**config.mk**
```make
export PLATFORM = sky130hd
export DESIGN_NAME = wdg_rst_ctrl
export DESIGN_NICKNAME = d
export VERILOG_FILES = /design/src/rtl/wrc_pkg.sv /design/src/rtl/wrc_sync.sv /design/src/rtl/wrc_wdg_timer.sv /design/src/rtl/wrc_pulse_gen.sv /design/src/rtl/wdg_rst_ctrl.sv
export SDC_FILE = /design/constraint.sdc
export NUM_CORES = 1
export LEC_CHECK = 0
export BUFFER_PORTS_ARGS = -buffer_cell sky130_fd_sc_hd__buf_2
export CELL_PAD_IN_SITES_DETAIL_PLACEMENT = 1
export CELL_PAD_IN_SITES_GLOBAL_PLACEMENT = 2
export CORE_UTILIZATION = 31
export DETAILED_ROUTE_END_ITERATION = 12
export HOLD_SLACK_MARGIN = 0.02
export PLACE_DENSITY_LB_ADDON = 0.3
export SYNTH_ARGS = -nofsm -noshare
export SYNTH_HDL_FRONTEND = slang
export SYNTH_SLANG_ARGS = --single-unit
```
**constraint.sdc**
```tcl
create_clock -name clk -period 1.3 [get_ports clk]
set_clock_uncertainty 0.05 [all_clocks]
set_input_delay 0.26 -clock clk [delete_from_list [all_inputs] [get_ports clk]]
set_output_delay 0.26 -clock clk [all_outputs]
set_load 0.1 [all_outputs]
```
**src/rtl/wrc_pkg.sv**
```systemverilog
package wrc_pkg;
  // Control register location; decoded against the write bus.
  localparam logic [15:0] CTRL_REG_ADDR = 16'h1FF0;
  // Bit positions inside the control register.
  localparam int unsigned SVC_BIT = 0;  // write 0 to restart watchdog
  localparam int unsigned OPT_BIT = 6;  // optional-feature enable
  localparam int unsigned SEC_BIT = 7;  // security lock

  typedef struct packed {
    logic wdg;
    logic lv;
  } src_flags_t;
endpackage

```
**src/rtl/wrc_sync.sv**
```systemverilog
module wrc_sync #(
  parameter int STAGES = 2
) (
  input  logic clk,
  input  logic arst_n,
  input  logic d,
  output logic q
);
  logic [STAGES-1:0] sr_q;
  logic [STAGES-1:0] sr_d;

  generate
    if (STAGES == 1) begin : g_single
      always_comb sr_d = d;
    end else begin : g_chain
      always_comb sr_d = {sr_q[STAGES-2:0], d};
    end
  endgenerate

  always_ff @(posedge clk or negedge arst_n) begin
    if (!arst_n) sr_q <= '0;
    else         sr_q <= sr_d;
  end

  assign q = sr_q[STAGES-1];
endmodule

```
**src/rtl/wrc_wdg_timer.sv**
```systemverilog
module wrc_wdg_timer #(
  parameter int TIMEOUT_CYC = 32768
) (
  input  logic clk,
  input  logic rst_n,
  input  logic ce,
  input  logic hold,
  input  logic service,
  output logic expire
);
  localparam int CW = (TIMEOUT_CYC > 2) ? $clog2(TIMEOUT_CYC) : 1;
  localparam logic [CW-1:0] LAST = CW'(TIMEOUT_CYC - 1);

  logic [CW-1:0] cnt_q;
  logic [CW-1:0] cnt_d;
  logic          at_last;

  assign at_last = (cnt_q == LAST);

  always_comb begin
    cnt_d  = cnt_q;
    expire = 1'b0;
    if (hold || service) begin
      cnt_d = '0;
    end else if (ce) begin
      if (at_last) begin
        cnt_d  = '0;
        expire = 1'b1;
      end else begin
        cnt_d = cnt_q + 1'b1;
      end
    end
  end

  always_ff @(posedge clk or negedge rst_n) begin
    if (!rst_n) cnt_q <= '0;
    else        cnt_q <= cnt_d;
  end

  a_r2_service_restarts: assert property (@(posedge clk) disable iff (!rst_n)
    service |=> (cnt_q == '0));
  a_r8_hold_restarts: assert property (@(posedge clk) disable iff (!rst_n)
    hold |=> (cnt_q == '0));
  a_r3_idle_keeps_count: assert property (@(posedge clk) disable iff (!rst_n)
    (!ce && !hold && !service) |=> $stable(cnt_q));
endmodule

```
**src/rtl/wrc_pulse_gen.sv**
```systemverilog
module wrc_pulse_gen #(
  parameter int PULSE_CYC = 3
) (
  input  logic clk,
  input  logic rst_n,
  input  logic ce,
  input  logic req,
  output logic active,
  output logic rst_out_n
);
  // One extra count covers the partial bus cycle in which the request lands.
  localparam int LOAD = PULSE_CYC + 1;
  localparam int PW   = $clog2(LOAD + 1);

  logic [PW-1:0] cnt_q;
  logic [PW-1:0] cnt_d;

  always_comb begin
    cnt_d = cnt_q;
    if (req)                      cnt_d = PW'(LOAD);
    else if (ce && cnt_q != '0)   cnt_d = cnt_q - 1'b1;
  end

  always_ff @(posedge clk or negedge rst_n) begin
    if (!rst_n) cnt_q <= '0;
    else        cnt_q <= cnt_d;
  end

  assign active    = (cnt_q != '0);
  assign rst_out_n = ~active;

  a_r4_low_after_req: assert property (@(posedge clk) disable iff (!rst_n)
    req |=> !rst_out_n);
  a_r4_release_on_ce: assert property (@(posedge clk) disable iff (!rst_n)
    $rose(rst_out_n) |-> $past(ce));
  a_r7_no_early_release: assert property (@(posedge clk) disable iff (!rst_n)
    (!rst_out_n && !ce) |=> !rst_out_n);
endmodule

```
**src/rtl/wdg_rst_ctrl.sv**
```systemverilog
module wdg_rst_ctrl #(
  parameter int ADDR_W      = 16,
  parameter int DATA_W      = 8,
  parameter int TIMEOUT_CYC = 32768,
  parameter int PULSE_CYC   = 3,
  parameter int SYNC_STAGES = 2
) (
  input  logic              clk,
  input  logic              por_n,
  input  logic              ext_rst_n,
  input  logic              bus_ce,
  input  logic              wr_en,
  input  logic [ADDR_W-1:0] wr_addr,
  input  logic [DATA_W-1:0] wr_data,
  input  logic              wdg_enable,
  input  logic              lv_detect,
  output logic              rst_out_n,
  output logic              src_wdg,
  output logic              src_lv,
  output logic              opt_feat_en,
  output logic              sec_lock
);
  import wrc_pkg::*;

  localparam logic [ADDR_W-1:0] HIT_ADDR = ADDR_W'(CTRL_REG_ADDR);

  logic rst_n;
  logic lv_s;
  logic reg_hit;
  logic service;
  logic pulse_active;
  logic wdg_hold;
  logic wdg_expire;
  logic wdg_req;
  logic any_req;

  src_flags_t flags_q, flags_d;
  logic       opt_q, opt_d;
  logic       sec_q, sec_d;

  // Power-on reset: asynchronous assert, synchronous release.
  wrc_sync #(.STAGES(SYNC_STAGES)) u_por_sync (
    .clk(clk), .arst_n(por_n), .d(1'b1), .q(rst_n)
  );

  // Comparator output arrives asynchronously.
  wrc_sync #(.STAGES(SYNC_STAGES)) u_lv_sync (
    .clk(clk), .arst_n(rst_n), .d(lv_detect), .q(lv_s)
  );

  assign reg_hit  = wr_en && (wr_addr == HIT_ADDR);
  assign service  = reg_hit && !wr_data[SVC_BIT];
  assign wdg_hold = !ext_rst_n || pulse_active;

  wrc_wdg_timer #(.TIMEOUT_CYC(TIMEOUT_CYC)) u_timer (
    .clk(clk), .rst_n(rst_n), .ce(bus_ce), .hold(wdg_hold),
    .service(service), .expire(wdg_expire)
  );

  assign wdg_req = wdg_expire && wdg_enable;
  assign any_req = wdg_req || lv_s;

  wrc_pulse_gen #(.PULSE_CYC(PULSE_CYC)) u_pulse (
    .clk(clk), .rst_n(rst_n), .ce(bus_ce), .req(any_req),
    .active(pulse_active), .rst_out_n(rst_out_n)
  );

  // Source flags and option bits: next-state logic.
  always_comb begin
    flags_d = flags_q;
    if (lv_s)          flags_d = '{wdg: 1'b0, lv: 1'b1};
    else if (wdg_req)  flags_d = '{wdg: 1'b1, lv: 1'b0};
    opt_d = opt_q;
    sec_d = sec_q;
    if (reg_hit) begin
      opt_d = wr_data[OPT_BIT];
      sec_d = wr_data[SEC_BIT];
    end
  end

  always_ff @(posedge clk or negedge rst_n) begin
    if (!rst_n) begin
      flags_q <= '0;
      opt_q   <= 1'b0;
      sec_q   <= 1'b0;
    end else begin
      flags_q <= flags_d;
      opt_q   <= opt_d;
      sec_q   <= sec_d;
    end
  end

  assign src_wdg     = flags_q.wdg;
  assign src_lv      = flags_q.lv;
  assign opt_feat_en = opt_q;
  assign sec_lock    = sec_q;

  a_r5_disabled_quiet: assert property (@(posedge clk) disable iff (!rst_n)
    (!wdg_enable && !lv_s && rst_out_n) |=> rst_out_n);
  a_r9_one_source: assert property (@(posedge clk) disable iff (!rst_n)
    $onehot0({src_wdg, src_lv}));
  a_r9_flags_follow_pulse: assert property (@(posedge clk) disable iff (!rst_n)
    $fell(rst_out_n) |-> (src_wdg || src_lv));
  a_r10_options_stable: assert property (@(posedge clk) disable iff (!rst_n)
    !reg_hit |=> $stable({opt_feat_en, sec_lock}));
  a_r6_lv_holds_low: assert property (@(posedge clk) disable iff (!rst_n)
    lv_s |=> !rst_out_n);
endmodule

```
=== Yosys cells after proc, flatten, opt, wreduce, memory -nomap -nowiden ===
Cells that the tools add are included.

* Reductions and logical operators: 13
* Add/subtract/negate cells: 2
* Equal/unequal tests: 2
* Bitwise gates (word level): 1
* Multiplexer cells: 10

{| class="wikitable"
|+ Operator list
! operator !! number
|-
| 2-to-1 mux 15 bit || 3
|-
| == test 16 x 13 -> 1 bit (second input constant) || 1
|-
| adder 15 x 1 -> 15 bit (second input constant) || 1
|-
| == test 15 bit (second input constant) || 1
|-
| 2-to-1 mux 3 bit || 2
|-
| nonzero test 2 bit || 3
|-
| logical AND 1 bit || 4
|-
| 2-to-1 mux 2 bit || 2
|-
| logical OR 1 bit || 3
|-
| 2-to-1 mux 1 bit || 3
|-
| nonzero test 3 bit || 1
|-
| subtractor 3 x 1 -> 3 bit (second input constant) || 1
|-
| zero test 1 bit || 2
|-
| NOT 1 bit || 1
|}

* Register bits after elaboration: 26
* Bits of input ports: 31

=== Longest topological paths before layout ===
* Word-level depth: 8
* Depth in mapped cells: 8
* Gate-level depth less buffers: 7

=== Hierarchy ===
A second synthesis with hierarchy kept.

* Cells, all modules: 137
* Area, all modules: 1,346.3 um^2

{| class="wikitable"
|+ Modules (own cells, without submodules)
! module !! area each (um^2) !! cells an instance !! times used
|-
| wrc_wdg_timer || 850.8 || 96 || 1
|-
| wdg_rst_ctrl || 211.5 || 20 || 1
|-
| wrc_pulse_gen || 183.9 || 17 || 1
|-
| wrc_sync || 50.0 || 2 || 2
|}

=== Least setup slack after synthesis ===
OpenSTA, ideal clock, no wires.

* Path type: register -> register
* Start point: register u_pulse.cnt_q[0]
* End point: register flags_q (netlist bit src_lv)
* Data required time: 1.130 ns
* Period minus slack after synthesis: 2.120 ns
* Arrival time: 1.950 ns
* Setup slack: -0.820 ns
* Library setup time: 0.120 ns
* Stages on the path, launching flop included: 8
* Cell sequence: dfrtp_1 -> inv_1 -> ha_1 -> nand2b_1 -> inv_1 -> nand4_1 -> a211o_1 -> a21o_1

* Longest elaborated chain between the ends: 6

{| class="wikitable"
|+ Ends and longest elaborated chain
! what !! RTL line !! source
|-
| start: declaration || wrc_pulse_gen.sv:15 || <nowiki>logic [PW-1:0] cnt_q;</nowiki>
|-
| start signal: assignment || wrc_pulse_gen.sv:26 || <nowiki>else cnt_q <= cnt_d;</nowiki>
|-
| nonzero test 3 bit || wrc_pulse_gen.sv:29 || <nowiki>assign active = (cnt_q != '0);</nowiki>
|-
| logical OR 1 bit || wdg_rst_ctrl.sv:53 || <nowiki>assign wdg_hold = !ext_rst_n || pulse_active;</nowiki>
|-
| logical OR 1 bit || wrc_wdg_timer.sv:23 || <nowiki>if (hold || service) begin</nowiki>
|-
| 2-to-1 mux 1 bit || wrc_wdg_timer.sv:23 ||
|-
| logical AND 1 bit || wdg_rst_ctrl.sv:60 || <nowiki>assign wdg_req = wdg_expire && wdg_enable;</nowiki>
|-
| nonzero test 2 bit (no source line) || n/a ||
|-
| end signal: assignment || wdg_rst_ctrl.sv:87 || <nowiki>flags_q <= flags_d;</nowiki>
|-
| end: declaration || wdg_rst_ctrl.sv:37 || <nowiki>src_flags_t flags_q, flags_d;</nowiki>
|}

No other way between the ends.
A chain may end at the register's enable or synchronous reset.

=== Worst setup path in the final report ===
* Start point: register u_timer.cnt_q[14]
* End point: register u_timer.cnt_q[1]

* Longest elaborated chain between the ends: 4

{| class="wikitable"
|+ Ends and longest elaborated chain
! what !! RTL line !! source
|-
| start: declaration || wrc_wdg_timer.sv:14 || <nowiki>logic [CW-1:0] cnt_q;</nowiki>
|-
| start signal: assignment || wrc_wdg_timer.sv:37 || <nowiki>else cnt_q <= cnt_d;</nowiki>
|-
| == test 15 bit || wrc_wdg_timer.sv:18 || <nowiki>assign at_last = (cnt_q == LAST);</nowiki>
|-
| 2-to-1 mux 15 bit || wrc_wdg_timer.sv:26 || <nowiki>if (at_last) begin</nowiki>
|-
| 2-to-1 mux 15 bit || wrc_wdg_timer.sv:25 || <nowiki>end else if (ce) begin</nowiki>
|-
| 2-to-1 mux 15 bit || wrc_wdg_timer.sv:23 ||
|}

No other way between the ends. The select of a mux whose other input is x is not followed.

==> metrics.cfg <==
[clock_network]
numCtsBuffers = 3
cts_max_path_buffers = 2
cts_htree_levels = 1
clkSinkCount = 26
tritoncts = done
cts_clk_pin_slew_worst_paths_ps = 90
clock_insertion_delay_worst_skew_ps = 280
ctsRootBufferMaster = sky130_fd_sc_hd__clkbuf_8

[synth]
synth_top_cell_area_share = 0.503
synth.top_cells.by_count = sky130_fd_sc_hd__dfrtp_1, sky130_fd_sc_hd__nand2_1, sky130_fd_sc_hd__nor2_1, sky130_fd_sc_hd__nor3_1, sky130_fd_sc_hd__xnor2_1
synth_most_common_cell = sky130_fd_sc_hd__dfrtp_1
synth-edff-count = 0
synthesis.yosys.warnings = 0
syn_avg_cell_area_sq_um = 10.1
async_s_r_ff_share_synth = 1.00
yosysUniqueCellTypes = 30
syn_area_sq_mm = 0.00129
synth_sequential_area_ratio = 0.503
synth_top_cells_by_area = sky130_fd_sc_hd__dfrtp_1, sky130_fd_sc_hd__xnor2_1, sky130_fd_sc_hd__nand4_1
main_synth_ff_type = sky130_fd_sc_hd__dfrtp_1
yosys_reg_bits = 26
syn-instance-count = 128
syn_nets = 162
synth_largest_area_cell = sky130_fd_sc_hd__dfrtp_1

[power]
internal_power_uw = 1430
ir_drop_mv = 0.741
power.density_cell_area_mw_per_mm2 = 806
power.combinational.fraction = 0.191
power_leakage_uw = 0.00101
share_seq_of_total_power = 0.451
p_sw_frac = 0.239
p_switching_uw = 449
clock_power_share = 0.359

[routing]
route.met3.wl_um = 90
dr_wl_met2_mm = 2.49
drc_errors = 0
first_iter_violations = 25
drtAntennaViolNets = 0
top_layer = met4
detail_route.first_pass.iterations = 4
drt-met1-wl_mm = 1.64
via_count = 1281
routed_wire_length_per_instance_um = 16.9
via_per_inst = 4.98
detail_route.wirelength_mm = 4.34

[run]
maxCapViolations = 0

[critical_path]
timing.critical_path.to_type = register
arrival_ps = 1770
worst-path-max-fanout = 4
worst_r2r_path_depth = 5
path_class = reg -> reg
critical_path.startpoint_type = register
required_ps = 1410

[placed_design]
gp_congestion = 0.810
dpl.hpwl_mm = 2.89
place_area_sq_mm = 0.00188
place_inst = 241
placement.io_buffers = 30

[cells_and_area]
layout.filler_cells = 438
final_core_utilization = 0.581
post_route_cells_drive_above_1_share = 0.614
finalNetCount = 242
stdcell_area_sq_mm = 0.00233
syn_to_final_growth_pct = 80.0
insertedDiodeCount = 0
stdcell_count = 257

[sta]
timing.final.hold_violations = 0
maxClockFrequency_mhz = 605
fraction_of_the_cycle_the_final_worst_path_needs = 1.27
rsz0062_at_grt = true
drv_slew = 0
final-setup-viol-count = 21
finalWorstPathRequiredPeriod_ps = 1650
hold_slack_ps = 34.9
final.setup.worst_slack_ps = -354

[worst_hold_path]
min_delay_path_depth = 1
min-delay-path-class = in -> reg

[global_route]
grt_usage = 0.206
first_global_vias = 1466
antenna_found_initial = 0
grt.overflow.total = 0
grt_start_max_net_pins = 25
wire_length_of_the_first_global_routing_pass_mm = 6.72

[floorplan]
floorplan.io_pins = 36
core_sq_mm = 0.00400
design.die.area_sq_mm = 0.00443
die_height_um = 66.6
start_util = 0.323
die_width_um = 66.6
num_rows = 23

[outcome]
result_of_the_run = finished with violations
violations_in_the_final_reports = negative setup slack

## cell usage in the layout, fill, tap and decap left out, types with 3 or more instances in the layout
master | netlist | final
sky130_fd_sc_hd__nor2_1 | 11 | 3
sky130_fd_sc_hd__nor2_4 | 0 | 6
sky130_fd_sc_hd__buf_2 | 2 | 25
sky130_fd_sc_hd__nor3_1 | 10 | 4
sky130_fd_sc_hd__nand2_1 | 11 | 9
sky130_fd_sc_hd__xnor2_2 | 0 | 4
sky130_fd_sc_hd__clkbuf_8 | 0 | 3
sky130_fd_sc_hd__buf_6 | 0 | 5
sky130_fd_sc_hd__xnor2_1 | 10 | 6
sky130_fd_sc_hd__nor3_4 | 0 | 3
sky130_fd_sc_hd__nor4_2 | 0 | 3
sky130_fd_sc_hd__buf_12 | 0 | 6
sky130_fd_sc_hd__buf_4 | 0 | 39
sky130_fd_sc_hd__nor3_2 | 0 | 3
sky130_fd_sc_hd__dfrtp_1 | 26 | 24
sky130_fd_sc_hd__nand4_1 | 8 | 8
sky130_fd_sc_hd__xor2_1 | 4 | 3
## logic make-up (layout without fill, tap and decap cells)
logic type	Yosys count	in the layout	synth area share
other cells	1	1	0.00290
xor+xnor	14	14	0.0949
mux	3	3	0.0252
flops	26	26	0.503
compound gates	11	11	0.0590
buf+inv	7	86	0.0223
simple gates	63	63	0.263
fa+ha+maj	3	3	0.0290
## power groups by stage
stage               logic (uW)  registers [uW]  clock network, uW
finish                     358             844                672
global route               391             846                710
CTS                        347             844                683
detailed placement         286             860                  0
global placement           273             858                  0
floorplan                  152             867                  0
## worst max-delay path, cell delays in order (launching register included)
cell                       delay [ps]
sky130_fd_sc_hd__dfrtp_1          390
sky130_fd_sc_hd__nand3_2          100
sky130_fd_sc_hd__or4_4            580
sky130_fd_sc_hd__buf_6            150
sky130_fd_sc_hd__o211ai_1         200
sky130_fd_sc_hd__a21oi_2           80
## per-layer routing
metal | GRT usage | vias to the layer above
li1 | - | 609
met5 | 0 | -
met1 | 0.225 | 644
met2 | 0.383 | 17
met3 | 0.0394 | 11
met4 | 0.0878 | 0
## metrics by stage
stage               power, uW  setup TNS, ps  setup WS [ps]
detailed placement       1150          -6940           -396
floorplan                1020          -8300           -541
CTS                      1870          -5050           -330
finish                   1870          -5440           -354
global route             1950          -6640           -412
global placement         1130          -5820           -341
## worst paths after layout
| check | startpoint | to | slack (ps) |
|---|---|---|---|
| max | u_timer.cnt_q[14]$_DFFE_PN0P_ | u_timer.cnt_q[1]$_DFFE_PN0P_ | -350 |
| min | lv_detect | u_lv_sync.sr_q[0]$_DFF_PN0_ | 30 |
| max reg2reg | u_timer.cnt_q[14]$_DFFE_PN0P_ | u_timer.cnt_q[1]$_DFFE_PN0P_ | -350 |
| min reg2reg | u_por_sync.sr_q[1]$_DFF_PN0_ | u_timer.cnt_q[4]$_DFFE_PN0P_ | 180 |
| max in group asynchronous | u_por_sync.sr_q[1]$_DFF_PN0_ | sec_lock$_DFFE_PN0N_ | 760 |
| min in group asynchronous | u_por_sync.sr_q[1]$_DFF_PN0_ | u_timer.cnt_q[4]$_DFFE_PN0P_ | 180 |
## sequential cells by signal (all words and copies together) (netlist names)
name	cells
u_timer.cnt_q	15
u_pulse.cnt_q	3
opt_feat_en	1
src_wdg	1
u_por_sync.sr_q	2
u_lv_sync.sr_q	2
src_lv	1
sec_lock	1
## repair_timing
item	4_1_cts	5_1_grt
buffers inserted	8	2
endpoints found under the setup margin	21	23
hold buffers	1	0
pin swaps	9	13
resized for setup	33	21
endpoints found under the hold margin	2	0
cloned	1	0
## cell type report
cell class	instances	area [sq um]	area share
Clock inverter	1	30.0	0.0129
Clock buffer	3	41.3	0.0178
Timing Repair Buffer	77	632	0.272
Sequential cell	26	653	0.281
Multi-Input combinational cell	95	885	0.380
Tap cell	50	62.6	0.0269
Inverter	5	22.5	0.00968
Power figures use the tool's default switching activity.
